--- config.mk ---
export PLATFORM = sky130hd
export DESIGN_NAME = grp_irq_aggregator
export DESIGN_NICKNAME = d
export VERILOG_FILES = /design/src/rtl/gia_pkg.sv /design/src/rtl/gia_src_detect.sv /design/src/rtl/gia_enable_ctl.sv /design/src/rtl/gia_status_core.sv /design/src/rtl/grp_irq_aggregator.sv
export SDC_FILE = /design/constraint.sdc
export NUM_CORES = 1
export LEC_CHECK = 0
export CAP_MARGIN = 10
export CELL_PAD_IN_SITES_DETAIL_PLACEMENT = 1
export CELL_PAD_IN_SITES_GLOBAL_PLACEMENT = 2
export CORE_MARGIN = 3
export CORE_UTILIZATION = 34
export CTS_BUF_LIST = sky130_fd_sc_hd__clkbuf_2
export DETAILED_ROUTE_END_ITERATION = 10
export MAX_ROUTING_LAYER = met4
export PLACE_DENSITY_LB_ADDON = 0.25
export SYNTH_ARGS = -nofsm -noshare
export SYNTH_HDL_FRONTEND = slang
export SYNTH_HIERARCHICAL = 1
export SYNTH_SLANG_ARGS = --single-unit
--- constraint.sdc ---
create_clock -name clk -period 3.2 [get_ports clk]
set_input_delay 0.48 -clock clk [delete_from_list [all_inputs] [get_ports clk]]
set_output_delay 0.48 -clock clk [all_outputs]
set_load 0.03 [all_outputs]
--- src/rtl/gia_pkg.sv ---
package gia_pkg;
    typedef enum logic {
        GRP_QUIET    = 1'b0,
        GRP_SIGNALED = 1'b1
    } grp_state_e;

    typedef enum logic {
        REG_ENABLE = 1'b0,
        REG_STATUS = 1'b1
    } reg_sel_e;
endpackage

--- src/rtl/gia_src_detect.sv ---
module gia_src_detect #(
    parameter int SRC_W = 32
) (
    input  logic             clk,
    input  logic             rst_n,
    input  logic [SRC_W-1:0] src_i,
    output logic             fire_o
);
    logic any_now;
    logic any_prev_q;

    assign any_now = |src_i;

    always_ff @(posedge clk or negedge rst_n) begin
        if (!rst_n) any_prev_q <= 1'b0;
        else        any_prev_q <= any_now;
    end

    assign fire_o = any_now && !any_prev_q;


    fire_not_held_chk: assert property (@(posedge clk) disable iff (!rst_n)
        fire_o |=> !fire_o);
endmodule

--- src/rtl/gia_enable_ctl.sv ---
module gia_enable_ctl #(
    parameter int SRC_W = 32
) (
    input  logic             clk,
    input  logic             rst_n,
    input  logic             wr_i,
    input  logic [SRC_W-1:0] wdata_i,
    output logic [SRC_W-1:0] en_o,
    output logic [SRC_W-1:0] sticky_nxt_o,
    output logic [SRC_W-1:0] mask_nxt_o
);
    logic [SRC_W-1:0] en_q, sticky_q, mask_q;
    logic [SRC_W-1:0] en_n, sticky_n, mask_n;
    logic [SRC_W-1:0] diff;
    logic             adds_bits;

    assign diff      = en_q ^ wdata_i;
    assign adds_bits = (wdata_i & ~sticky_q) != '0;

    always_comb begin
        en_n     = en_q;
        sticky_n = sticky_q;
        mask_n   = mask_q;
        if (wr_i) begin
            if (wdata_i == '0 && sticky_q == '0) begin
                en_n = '0;
            end else if (adds_bits) begin
                sticky_n = sticky_q | wdata_i;
                en_n     = wdata_i;
            end else begin
                if ((diff & wdata_i) != '0) mask_n = mask_q & ~diff;
                else                        mask_n = mask_q | diff;
                en_n = wdata_i;
            end
        end
    end

    always_ff @(posedge clk or negedge rst_n) begin
        if (!rst_n) begin
            en_q     <= '0;
            sticky_q <= '0;
            mask_q   <= '0;
        end else begin
            en_q     <= en_n;
            sticky_q <= sticky_n;
            mask_q   <= mask_n;
        end
    end

    assign en_o         = en_q;
    assign sticky_nxt_o = sticky_n;
    assign mask_nxt_o   = mask_n;


    sticky_monotone_chk: assert property (@(posedge clk) disable iff (!rst_n)
        1'b1 |=> ((sticky_q & $past(sticky_q)) == $past(sticky_q)));


    grow_keeps_mask_chk: assert property (@(posedge clk) disable iff (!rst_n)
        (wr_i && adds_bits) |=> $stable(mask_q));
endmodule

--- src/rtl/gia_status_core.sv ---
module gia_status_core
    import gia_pkg::*;
#(
    parameter int SRC_W = 32
) (
    input  logic             clk,
    input  logic             rst_n,
    input  logic             st_wr_i,
    input  logic [SRC_W-1:0] wdata_i,
    input  logic             fire_i,
    input  logic [SRC_W-1:0] src_i,
    input  logic [SRC_W-1:0] sticky_i,
    input  logic [SRC_W-1:0] mask_i,
    output logic [SRC_W-1:0] status_o,
    output logic             irq_o
);
    localparam logic [SRC_W-1:0] ALL_ONES = '1;

    grp_state_e       state_q, state_n;
    logic [SRC_W-1:0] status_q, pend_q;
    logic [SRC_W-1:0] s_ack, p_ack, s_n, p_n, sel;
    logic             ack_empty, replay, hit, overlap, deliver;

    // write side first
    always_comb begin
        s_ack     = status_q;
        p_ack     = pend_q;
        ack_empty = 1'b0;
        replay    = 1'b0;
        if (st_wr_i && wdata_i != '0) begin
            s_ack = status_q & ~wdata_i;
            if (wdata_i != ALL_ONES && s_ack == '0) begin
                if (pend_q != '0) begin
                    s_ack  = pend_q;
                    p_ack  = '0;
                    replay = 1'b1;
                end else begin
                    ack_empty = 1'b1;
                end
            end
        end
    end

    // then the event against the updated state
    assign sel     = src_i & sticky_i;
    assign hit     = fire_i && (sel != '0);
    assign overlap = (sel & (mask_i | s_ack)) != '0;
    assign deliver = hit && !overlap;

    always_comb begin
        s_n = s_ack;
        p_n = p_ack;
        if (hit) begin
            if (overlap) p_n = p_ack | sel;
            else         s_n = sel;
        end
    end

    always_comb begin
        state_n = state_q;
        unique case (state_q)
            GRP_QUIET:    if (deliver || replay) state_n = GRP_SIGNALED;
            GRP_SIGNALED: if (ack_empty && !deliver) state_n = GRP_QUIET;
            default:      state_n = GRP_QUIET;
        endcase
    end

    always_ff @(posedge clk or negedge rst_n) begin
        if (!rst_n) begin
            state_q  <= GRP_QUIET;
            status_q <= '0;
            pend_q   <= '0;
        end else begin
            state_q  <= state_n;
            status_q <= s_n;
            pend_q   <= p_n;
        end
    end

    always_comb begin
        irq_o    = (state_q == GRP_SIGNALED);
        status_o = status_q;
    end


    zero_ack_ignored_chk: assert property (@(posedge clk) disable iff (!rst_n)
        (st_wr_i && wdata_i == '0 && !fire_i) |=> $stable(status_o));


    init_clear_chk: assert property (@(posedge clk) disable iff (!rst_n)
        (st_wr_i && wdata_i == ALL_ONES && !fire_i) |=> (status_o == '0 && $stable(irq_o)));


    drop_needs_empty_chk: assert property (@(posedge clk) disable iff (!rst_n)
        $fell(irq_o) |-> (status_o == '0));


    defer_holds_irq_chk: assert property (@(posedge clk) disable iff (!rst_n)
        (fire_i && !st_wr_i && (((src_i & sticky_i) & (mask_i | status_o)) != '0))
            |=> ($stable(irq_o) && $stable(status_o)));
endmodule

--- src/rtl/grp_irq_aggregator.sv ---
module grp_irq_aggregator
    import gia_pkg::*;
#(
    parameter int SRC_W = 32
) (
    input  logic             clk,
    input  logic             rst_n,
    input  logic [SRC_W-1:0] src_i,
    input  logic             wr_en_i,
    input  logic             wr_sel_i,
    input  logic [SRC_W-1:0] wr_data_i,
    input  logic             rd_sel_i,
    output logic [SRC_W-1:0] rd_data_o,
    output logic             irq_o
);
    reg_sel_e         wsel, rsel;
    logic             en_wr, st_wr, fire;
    logic [SRC_W-1:0] en_val, sticky_nxt, mask_nxt, status_val;

    assign wsel  = reg_sel_e'(wr_sel_i);
    assign rsel  = reg_sel_e'(rd_sel_i);
    assign en_wr = wr_en_i && (wsel == REG_ENABLE);
    assign st_wr = wr_en_i && (wsel == REG_STATUS);

    gia_src_detect #(.SRC_W(SRC_W)) u_detect (
        .clk    (clk),
        .rst_n  (rst_n),
        .src_i  (src_i),
        .fire_o (fire)
    );

    gia_enable_ctl #(.SRC_W(SRC_W)) u_enable (
        .clk          (clk),
        .rst_n        (rst_n),
        .wr_i         (en_wr),
        .wdata_i      (wr_data_i),
        .en_o         (en_val),
        .sticky_nxt_o (sticky_nxt),
        .mask_nxt_o   (mask_nxt)
    );

    gia_status_core #(.SRC_W(SRC_W)) u_core (
        .clk      (clk),
        .rst_n    (rst_n),
        .st_wr_i  (st_wr),
        .wdata_i  (wr_data_i),
        .fire_i   (fire),
        .src_i    (src_i),
        .sticky_i (sticky_nxt),
        .mask_i   (mask_nxt),
        .status_o (status_val),
        .irq_o    (irq_o)
    );

    always_comb begin
        unique case (rsel)
            REG_ENABLE: rd_data_o = en_val;
            REG_STATUS: rd_data_o = status_val;
            default:    rd_data_o = '0;
        endcase
    end


    status_means_irq_chk: assert property (@(posedge clk) disable iff (!rst_n)
        (status_val != '0) |-> irq_o);
endmodule

======== Word level (Yosys, flattened, before mapping) ========
Index checks and enable logic that the tools add are counted.
Widths: inputs -> output; s select.
word-level totals
  flip-flop bits (word level) ............. 162
  output and inout bits ................... 33
  word-level logic and storage cells ...... 76
  input bits .............................. 69
cells by class
  mux-type cells .......................... 28
  reductions and logical operators ........ 23
  equal/unequal tests ..................... 1
  bitwise gates (word level) .............. 17
operators with widths
  kind                  number
  $mux 32               18
  $and 32x32->32        6
  $reduce_bool 32->1    6
  $or 32x32->32         4
  $logic_not 32->1      3
  $not 32->32           3
  $pmux 32 s2           1
  $ne 32x32->1 const B  1
  $reduce_or 32->1      1
  $xor 32x32->32        1
  $logic_and 1x1->1     9
  $mux 1                8
  $logic_not 1->1       3
  $not 1->1             3
  $pmux 1 s2            1
  $logic_or 1x1->1      1

======== Logic depth before layout (Yosys ltp) ========
  word-level depth ........................ 16
  mapped depth ............................ 14
  depth with buffers taken out ............ 11

======== By module ========
The synthesis kept the hierarchy.
modules (own cells, without submodules)
  module              times used  sequential area each (um^2)  cells an instance  area each (um^2)
  gia_enable_ctl      1           2,402.3                      422                4,629.4
  gia_status_core     1           1,626.6                      457                4,194.0
  grp_irq_aggregator  1           0.0                          38                 556.8
  gia_src_detect      1           25.0                         13                 110.1

======== Least setup slack after synthesis ========
OpenSTA, ideal clock, no wires.
  path type ............................... input port to flip-flop
  from .................................... input port wr_data_i[9]
  to ...................................... register u_core.status_q[10] (netlist: u_core/status_o[10])
  cell stages on the path ................. 14
  required time ........................... 3,073 ps
  setup time .............................. 127 ps
  path buffers ............................ 3
  arrival time ............................ 3,409 ps
  path slack .............................. -336 ps
  cell sequence ........................... nor2b_1 a2111oi_0 nand4_1 or2_1 clkbuf_1 buf_2 a31o_1 and2_1 a32oi_1 nand4_1 nor4b_1 o2111ai_2 buf_6 mux2i_1
between the ends
  elaborated cells on any way between the ends .. 36
  classes of those cells .................. eq/ne (1); mux (12); bitwise (12); reduce/logical (11)
RTL lines
  element               RTL line                  text
  start, declared       grp_irq_aggregator.sv:11  input logic [SRC_W-1:0] wr_data_i,
  $and 32x32->32        gia_enable_ctl.sv:18      assign adds_bits = (wdata_i & ~sticky_q) != '0;
  $reduce_bool 32->1    gia_enable_ctl.sv:18
  $mux 32               gia_enable_ctl.sv:27      end else if (adds_bits) begin
  $mux 32 (*)           gia_enable_ctl.sv:25      if (wdata_i == '0 && sticky_q == '0) begin
  $mux 32 (*)           gia_enable_ctl.sv:24      if (wr_i) begin
  net sticky_nxt[16]    grp_irq_aggregator.sv:18  logic [SRC_W-1:0] en_val, sticky_nxt, mask_nxt, status_val;
  $and 32x32->32 (*)    gia_status_core.sv:45     assign sel = src_i & sticky_i;
  $and 32x32->32        gia_status_core.sv:47     assign overlap = (sel & (mask_i | s_ack)) != '0;
  $reduce_bool 32->1    gia_status_core.sv:47
  $mux 32               gia_status_core.sv:54     if (overlap) p_n = p_ack | sel;
  $mux 32 (*)           gia_status_core.sv:53     if (hit) begin
  net u_core.s_n[10]    gia_status_core.sv:21     logic [SRC_W-1:0] s_ack, p_ack, s_n, p_n, sel;
  end signal, assigned  gia_status_core.sv:75     status_q <= s_n;
  end, declared         gia_status_core.sv:20     logic [SRC_W-1:0] status_q, pend_q;
Mark *: on every way through the listed nets, which the timed path passes. The rest lies on a longest branch.
A chain may end at the register's enable or synchronous reset.

======== Final worst setup path ========
  from .................................... register u_enable.sticky_q[28]
  to ...................................... register u_core.status_q[30] (netlist: u_core/status_o[30])
between the ends
  cells in the longest elaborated chain, start to end .. 11
  elaborated cells on any way between the ends .. 20
  classes of those cells .................. mux (8); bitwise (6); reduce/logical (6)
RTL lines
  element                 RTL line                  text
  start, declared         gia_enable_ctl.sv:12      logic [SRC_W-1:0] en_q, sticky_q, mask_q;
  start signal, assigned  gia_enable_ctl.sv:45      sticky_q <= sticky_n;
  $not 32->32             gia_enable_ctl.sv:18
  $and 32x32->32          gia_enable_ctl.sv:18
  $reduce_bool 32->1      gia_enable_ctl.sv:18
  $mux 32                 gia_enable_ctl.sv:27
  $mux 32 (*)             gia_enable_ctl.sv:25
  $mux 32 (*)             gia_enable_ctl.sv:24
  net mask_nxt[30]        grp_irq_aggregator.sv:18
  $or 32x32->32 (*)       gia_status_core.sv:47
  $and 32x32->32 (*)      gia_status_core.sv:47
  $reduce_bool 32->1 (*)  gia_status_core.sv:47
  $mux 32 (*)             gia_status_core.sv:54
  $mux 32 (*)             gia_status_core.sv:53
  net u_core.s_n[30]      gia_status_core.sv:21
Marked as above.

==> results.sh <==
export IMPL_grtUsageTotal_pct=30.5
export IMPL_grt_start_max_net_pins=78
export IMPL_crit_path_max_fanout=8
export IMPL_syn_area_mm2=0.00949
export IMPL_max_cap_violations=0
export IMPL_max_freq_mhz=257
export IMPL_drcViolationCount=0
export IMPL_leakage_nw=5.86
export IMPL_slew_headroom_pct=37.2
export IMPL_routed_via_density=6.01
export IMPL_dieArea_mm2=0.0300
export IMPL_drv_slew=0
export IMPL_drive_gt1_share_pct=33.3
export IMPL_place_gp_congestion=0.934
export IMPL_clock_sink_count=162
export IMPL_ys_async_sr_fraction_pct=100
export IMPL_synthDistinctLibCells=46
export IMPL_syn_nets=1031
export IMPL_cp_required_ns=3.88
export IMPL_clkTransAtPathRegs_ns=0.28
export IMPL_avgRoutedWirePerCell_um=29.2
export IMPL_p_per_area_mw_per_mm2=393
export IMPL_path_class="flip-flop to flip-flop"
export IMPL_num_vias=9434
export IMPL_yosys_area_top_type="dfrtp_1"
export IMPL_grt_pass1_vias=9572
export IMPL_rsz0062_at_grt="yes"
export IMPL_status="finished, violations left"
export IMPL_worst_pin_slew_ns=0.942
export IMPL_synth_top_area_share_pct=42.7
export IMPL_synth_seq_area_share_pct=42.7
export IMPL_port_buffers=101
export IMPL_synth_area_leaders="dfrtp_1 (43%), nor4_1 (5.5%), mux2_4 (4.7%), ha_1 (4.2%), mux2_1 (3.8%)"
export IMPL_synth_cells=930
export IMPL_hold_viol_final=0
export IMPL_fin_crit_ns=3.89
export IMPL_yosysWarnings=6
export IMPL_synth_seq_cells=162
export IMPL_grt_pass1_wl_mm=66.0
export IMPL_synth_edf_count=0
export IMPL_dp_hpwl_mm=35.1
export IMPL_routed_wl_mm=45.8
export IMPL_cts_buffer_depth=2
export IMPL_grt_ovfl_total=0
export IMPL_drt_iter0_drc=1001
export IMPL_synthFlopType="dfrtp_1"
export IMPL_setup_viol=65
export IMPL_start_kind="flip-flop"
export IMPL_layoutNonFillerInstCount=1570
export IMPL_ant_nets=0
export IMPL_insertion_delay_ns=0.80
export IMPL_dp_slack_ns=-1.47
export IMPL_antenna_found_initial=2
export IMPL_die_x_um=173
export IMPL_cts_htree_levels=4
export IMPL_violations="setup timing"
export IMPL_dp_cells=1527
export IMPL_clock_skew_ns=0.0644
export IMPL_drt_pass1_iter_count=5
export IMPL_hold_path_class="input pin to async pin"
export IMPL_utilization_pct=50.1
export IMPL_layout_nets=1285
export IMPL_fp_row_count=60
export IMPL_worstSetupEndpointType="flip-flop"
export IMPL_syn_avg_cell_area_um2=10.2
export IMPL_core_area_mm2=0.0272
export IMPL_pin_count=102
export IMPL_setup_ws_ns=-0.692
export IMPL_clock_root_buffer="clkbuf_2"
export IMPL_fin_hold_ws_ns=0.232
export IMPL_die_y_um=173
export IMPL_start_util_pct=34.9
export IMPL_cts_tree="built"
export IMPL_worstPathArrival_ns=4.57
export IMPL_vdd_drop_max_mv=0.319
export IMPL_areaGrowthSynthToFinish_pct=43.3
export IMPL_numCtsBuffers=17
export IMPL_finalPower_mw=5.35
export IMPL_finalCritPeriodShare_pct=122
==> cell usage after synthesis (all sizes together) (20+ instances only) <==
cell type	number
dfrtp	162
nor4	88
nand2	70
mux2	64
inv	56
nand3	52
nand4	40
o21ai	36
a21boi	33
a31o	32
a31oi	32
clkbuf	32
ha	32
mux2i	32
o2bb2ai	32
nor2b	31
o21bai	23
buf	20
==> path summary, 6_finish.rpt <==
kind                                        from             endpoint  slack, ns  cells past startpoint
max                        u_enable/sticky_q[28]  u_core/status_o[30]      -0.69                     15
min                                        rst_n     u_enable/en_o[6]       0.23                      2
max reg2reg                u_enable/sticky_q[28]  u_core/status_o[30]      -0.69                     15
min reg2reg                  u_enable/mask_q[20]  u_enable/mask_q[20]       0.52                      1
max in group asynchronous                  rst_n   u_enable/mask_q[4]       2.01                      3
min in group clk                        src_i[4]     u_core/pend_q[4]       0.31                      3
==> per-layer routing <==
| layer | up-vias | routed length [um] | global-route usage (%) |
|---|---|---|---|
| met5 | - | 0 | - |
| met4 | 0 | 1170 | 6.93 |
| met3 | 61 | 2910 | 4.83 |
| met2 | 392 | 20500 | 46.0 |
| met1 | 4914 | 21300 | 43.3 |
| li1 | 4067 | - | - |
==> state kept, by name, summed over array words and instances, names as in the netlist <==
| signal | count |
|---|---|
| u_enable/mask_q | 32 |
| u_core/status_o | 32 |
| u_core/irq_o | 1 |
| u_enable/sticky_q | 32 |
| u_detect/any_prev_q | 1 |
| u_enable/en_o | 32 |
| u_core/pend_q | 32 |
==> placed cells by master (no fill, tap or decap), drive strengths merged, types with 3 or more instances in the layout <==
cell type,count
mux2i,32
nand3,52
nor2b,31
dfrtp,162
o22ai,3
a31o,32
a21boi,33
clkdlybuf4s50,99
nand2b,11
o2111ai,11
nor2,6
a2111oi,10
ha,32
and2,5
a31oi,32
o2bb2ai,32
nand2,70
buf,186
a32oi,4
o21ai,36
nand4,40
inv,61
clkinv,5
o21bai,23
mux2,64
clkbuf,20
nor4,88
==> where the power goes <==
group | switching (mW) | internal (mW) | total (mW)
Clock | 0.862 | 0.303 | 1.17
Combinational | 1.18 | 0.801 | 1.98
Sequential | 0.0715 | 2.14 | 2.21
Total | 2.11 | 3.24 | 5.35
==> metrics by stage <==
stage / setup TNS, ns / instance area (um2)
floorplan: -5.39 / 9620
global placement: -94.10 / 12300
detailed placement: -94.64 / 12300
CTS: -33.02 / 13100
global route: -43.38 / 13600
finish: -39.29 / 13600
==> critical path, cell delays in order (launching register included) <==
cell,delay (ns)
dfrtp_1,0.46
buf_6,0.13
nor4_4,0.27
nand4_1,0.25
o41ai_4,0.44
buf_6,0.23
buf_12,0.16
nor4_4,0.06
mux2_4,0.31
o21bai_1,0.18
nand4_1,0.14
nor4_2,0.35
buf_4,0.18
o2111ai_4,0.19
buf_12,0.23
mux2i_1,0.19
==> cell families after synthesis <==
logic type | count (synthesis) | share of synthesized area [%]
AO/OA/AOI/OAI | 223 | 17.6
flip-flops | 162 | 42.7
adder cells (fa/ha/maj) | 32 | 4.22
AND/OR/NAND/NOR | 309 | 18.0
multiplexers | 96 | 12.2
buffers and inverters | 108 | 5.29
==> layout make-up <==
class | instances | area, um2
Inverter | 56 | 210
Sequential cell | 162 | 4060
Timing Repair Buffer | 287 | 2690
Clock buffer | 19 | 95.1
Fill cell | 3001 | 13600
Tap cell | 372 | 465
Antenna cell | 1 | 2.50
Multi-Input combinational cell | 660 | 5950
Clock inverter | 13 | 126
==> what timing repair did <==
item	4_1_cts	5_1_grt
hold endpoints to repair	57	0
setup endpoints to repair	65	65
buffers inserted	4	5
gates resized for setup	107	107
pin swaps	11	26
hold buffers	1	0
cloned	2	0
(Power assumes the default switching activity.)
